===== src/rtl/lsc_pkg.sv =====
package lsc_pkg;
   typedef enum logic [2:0] {
      SZ_WORD  = 3'd0,
      SZ_UBYTE = 3'd1,
      SZ_SBYTE = 3'd2,
      SZ_UHALF = 3'd3,
      SZ_SHALF = 3'd4,
      SZ_DUAL  = 3'd5
   } lsc_size_e;

   typedef enum logic [1:0] {
      IX_OFFSET = 2'd0,
      IX_PRE    = 2'd1,
      IX_POST   = 2'd2
   } lsc_index_e;

   typedef enum logic [1:0] {
      ISA_FULL   = 2'd0,
      ISA_WIDE   = 2'd1,
      ISA_NARROW = 2'd2
   } lsc_isa_e;

   typedef struct packed {
      logic illegal;
      logic unpred;
      logic deprec;
   } lsc_hits_t;
endpackage


===== src/rtl/lsc_pair_rules.sv =====
module lsc_pair_rules
   import lsc_pkg::*;
#(
   parameter int REG_W        = 4,
   parameter int SP_IDX       = 13,
   parameter int LR_IDX       = 14,
   parameter int PC_IDX       = 15,
   parameter int IP_IDX       = 12,
   parameter int LOW_REGS     = 8,
   parameter bit FLAG_IP_PAIR = 1'b1
) (
   input  logic [REG_W-1:0] rt,
   input  logic [REG_W-1:0] rt2,
   input  logic [REG_W-1:0] rn,
   input  logic [REG_W-1:0] rm,
   input  lsc_size_e        size,
   input  lsc_isa_e         isa,
   output lsc_hits_t        hits
);
   localparam logic [REG_W-1:0] SP_R  = REG_W'(SP_IDX);
   localparam logic [REG_W-1:0] LR_R  = REG_W'(LR_IDX);
   localparam logic [REG_W-1:0] PC_R  = REG_W'(PC_IDX);
   localparam logic [REG_W-1:0] IP_R  = REG_W'(IP_IDX);
   localparam logic [REG_W-1:0] LOW_R = REG_W'(LOW_REGS);

   logic dual, full, narrow;
   logic off_pc, narrow_range, full_pair_bad, wide_pair_bad, ip_pair;
   logic [REG_W:0] rt_next;

   assign dual    = (size == SZ_DUAL);
   assign full    = (isa == ISA_FULL);
   assign narrow  = (isa == ISA_NARROW);
   assign rt_next = {1'b0, rt} + 1'b1;

   // offset register can never be PC
   assign off_pc = (rm == PC_R);

   // 16-bit encoding reaches low registers only, and has no dual form
   assign narrow_range = narrow &&
                         ((rt >= LOW_R) || (rn >= LOW_R) || (rm >= LOW_R) || dual);

   // full-mode pairing: even first register, not link, consecutive second
   assign full_pair_bad = full && dual &&
                          (rt[0] || (rt == LR_R) || ({1'b0, rt2} != rt_next));

   // compact dual: neither register may be SP or PC
   assign wide_pair_bad = !full && dual &&
                          ((rt == SP_R) || (rt == PC_R) || (rt2 == SP_R) || (rt2 == PC_R));

   generate
      if (FLAG_IP_PAIR) begin : g_ip_flag
         assign ip_pair = full && dual && (rt == IP_R);
      end else begin : g_ip_quiet
         assign ip_pair = 1'b0;
      end
   endgenerate

   assign hits.illegal = off_pc || narrow_range || full_pair_bad || wide_pair_bad;
   assign hits.unpred  = 1'b0;
   assign hits.deprec  = ip_pair;
endmodule


===== config.mk =====
export PLATFORM = sky130hd
export DESIGN_NAME = lsc_pair_rules
export DESIGN_NICKNAME = d
export VERILOG_FILES = /design/src/rtl/lsc_pkg.sv /design/src/rtl/lsc_pair_rules.sv
export SDC_FILE = /design/constraint.sdc
export NUM_CORES = 1
export LEC_CHECK = 0
export ABC_AREA = 1
export BUFFER_PORTS_ARGS = -buffer_cell sky130_fd_sc_hd__buf_2
export CAP_MARGIN = 20
export CORE_AREA = 4 4 41 43
export DETAILED_ROUTE_END_ITERATION = 6
export DIE_AREA = 0 0 45 47
export SLEW_MARGIN = 30
export SYNTH_ARGS = -nofsm -noshare
export SYNTH_HDL_FRONTEND = slang
export SYNTH_SLANG_ARGS = --single-unit

===== constraint.sdc =====
create_clock -name vclk -period 1.2
set_input_delay 0.12 -clock vclk [all_inputs]
set_output_delay 0.12 -clock vclk [all_outputs]
set_load 0.1 [all_outputs]

==> flow_summary.ini <==
[status]
status = complete, but fails checks
violations = negative setup slack

[synthesis]
yosys.area_share.simple = 0.581
synth_top_family_by_area = simple AND/OR/NAND/NOR gates
synth_warnings = 0
synth_mux_area_frac = 0
synth_largest_area_cell = nand2_1
synth-compound-area-share = 0.0176
synth-xor-area-share = 0
yosys.area.top_type_share = 0.278
syn_area_um2 = 284
syn_inst = 55
synthesis.nets = 80
yosys.area_share.adder = 0.176
synth_cell_types = 13
ys_seq_area_frac = 0
synth_area_leaders = nand2_1, ha_1, inv_1
syn_avg_cell_area_um2 = 5.16

[timing]
rsz0062_at_grt = true
fmax_mhz = 828
setup_slack_ns = -0.00772
final_hold_viol_count = 0
whs_ns = 0.675
fin_crit_ns = 1.21
slew_viol_final = 0
finalCritPeriodShare = 1.01
finalSetupViolCount = 1

[global_route]
grt_max_degree = 5
antenna_found_initial = 0
overflow = 0
grtUsageMet2 = 0.141
grtUsageTotal = 0.0716
grt-busiest-layer = met2
grt_pass1_wl_um = 1230
met3_usage = 0
met1_usage = 0.0921
grt_pass1_vias = 329

[floorplan]
placementRows = 13
io_pins = 24
initial_core_util = 0.218
core_um2 = 1300
fp.dieH_um = 47
die_w_um = 45
dieArea_um2 = 2120

[critical_path]
crit_arrival_ns = 1.09
slowest_stage = ha_4
criticalPathCategory = in -> out
max_stage_delay_ns = 0.26
cp_max_fo = 3
cp_common_cell = nand2_2
end_kind = primary output
cp-start-kind = primary input
crit_chain = buf_8 > inv_4 > ha_4 > inv_2 > nand2_2 > nand2_2 > nor2_2 > nand3_1 > nand2_2 > nand2_4 > buf_12
required_ns = 1.08

[drt]
dr.pass1.iters = 1
via_count = 362
via_per_inst = 3.98
ant_nets = 0
wl_per_cell_um = 7.64
drt_iter0_drc = 0
drc_errors = 0
totalWireLength_um = 695

[layout]
area_delta_synth_final_pct = 76.2
layout-drive-gt1-share = 0.487
layout_commonest_cell = nand2_1
seq_cells = 0
num-clock-buffers = 0
final_nets = 103
fin_util = 0.385
fill_cells = 149
finalNonFillerCells = 91
ff_latch_area_um2 = 0
final_cell_mix = nand2_1, buf_2, inv_1
insertedDiodeCount = 0

[min_path]
holdPathStages = 5
min-delay-start = isa[0]
hold_class = in -> out
hold_end = hits[2]

[flow_run]
maxCapViolations = 0

[placement]
dp_cells = 91
pre_cts_ws_ns = -0.142
io_buffers = 20
globalplace.congestion = 0.780
hpwl_um = 653

[pwr]
p_sw_frac = 0.562
ir_worst_vdd_v = 0.000158
clockPowerShare = 0
finalPower_mw = 0.178
p_int_mw = 0.0778
p_sw_mw = 0.0998
p_comb_frac = 1.000
p_leak_nw = 0.301
powerDensity_nw_per_um2 = 355
p_seq_frac = 0

[clock_network]
post-cts-setup-buffers = 0
## what timing repair did
item | in CTS | in global routing
endpoints found under the setup margin | 1 | 1
gates resized for setup | 16 | 3
pin swaps | 7 | 5
hold buffers | 0 | 0
hold endpoints to repair | 0 | 0
## how the worst max path moves through the flow
stage,endpoint,from,cells past startpoint,slack (ns)
2_1_floorplan,hits[2],rt[0],9,0.08
3_3_place_gp,hits[2],rt[0],11,-0.13
3_5_place_dp,hits[2],rt[0],11,-0.14
4_1_cts,hits[2],rt[0],11,-0.02
5_1_grt,hits[2],rt[1],11,-0.08
6_report,hits[2],rt[1],11,-0.008
## worst max-delay path, delay by kind of cell
family	cells	cell delay (ns)
simple gates	6	0.40
buf+inv	4	0.30
fa+ha+maj	1	0.26
## cell families (layout without fill, tap and decap cells)
group,Yosys count,in the layout
buffers and inverters,14,35
AO/OA/AOI/OAI,1,1
AND/OR/NAND/NOR,35,35
other,1,1
adder cells (fa/ha/maj),4,4
## metal layers
metal | vias up | wire [um] | share of wire
met5 | - | 0 | 0
met4 | 0 | 0 | 0
met3 | 0 | 46 | 0.066
met2 | 8 | 344 | 0.49
met1 | 150 | 304 | 0.44
li1 | 204 | - | -
## power by group through the flow
| stage | registers [mW] | logic (mW) | clock network [mW] |
|---|---|---|---|
| final | 0 | 0.178 | 0 |
| after global routing | 0 | 0.197 | 0 |
| after CTS | 0 | 0.174 | 0 |
| after detailed placement | 0 | 0.157 | 0 |
| after global placement | 0 | 0.155 | 0 |
| after floorplan | 0 | 0.0905 | 0 |
## cells in the mapped netlist
cell / n
ha_1: 4
conb_1: 1
inv_1: 12
nand4_1: 1
nand3_1: 4
nor3_1: 1
o21ai_1: 1
buf_4: 2
and3_1: 1
nand3b_4: 1
nor2_1: 5
nor3_2: 1
nand2_1: 21
## area by class of cell
class / count / area [um^2] / area share
multi-input combinational: 41 / 259 / 0.517
timing repair buffer: 23 / 173 / 0.345
inverter: 12 / 50.0 / 0.100
tap: 15 / 18.8 / 0.0375
## metrics by stage
step / setup TNS (ns) / area (um^2)
CTS: -0.0160 / 493
detailed placement: -0.142 / 448
global placement: -0.131 / 448
floorplan: 0 / 292
global route: -0.0838 / 500
finish: -0.00772 / 500
No activity file was read; power rests on OpenSTA's default activity.
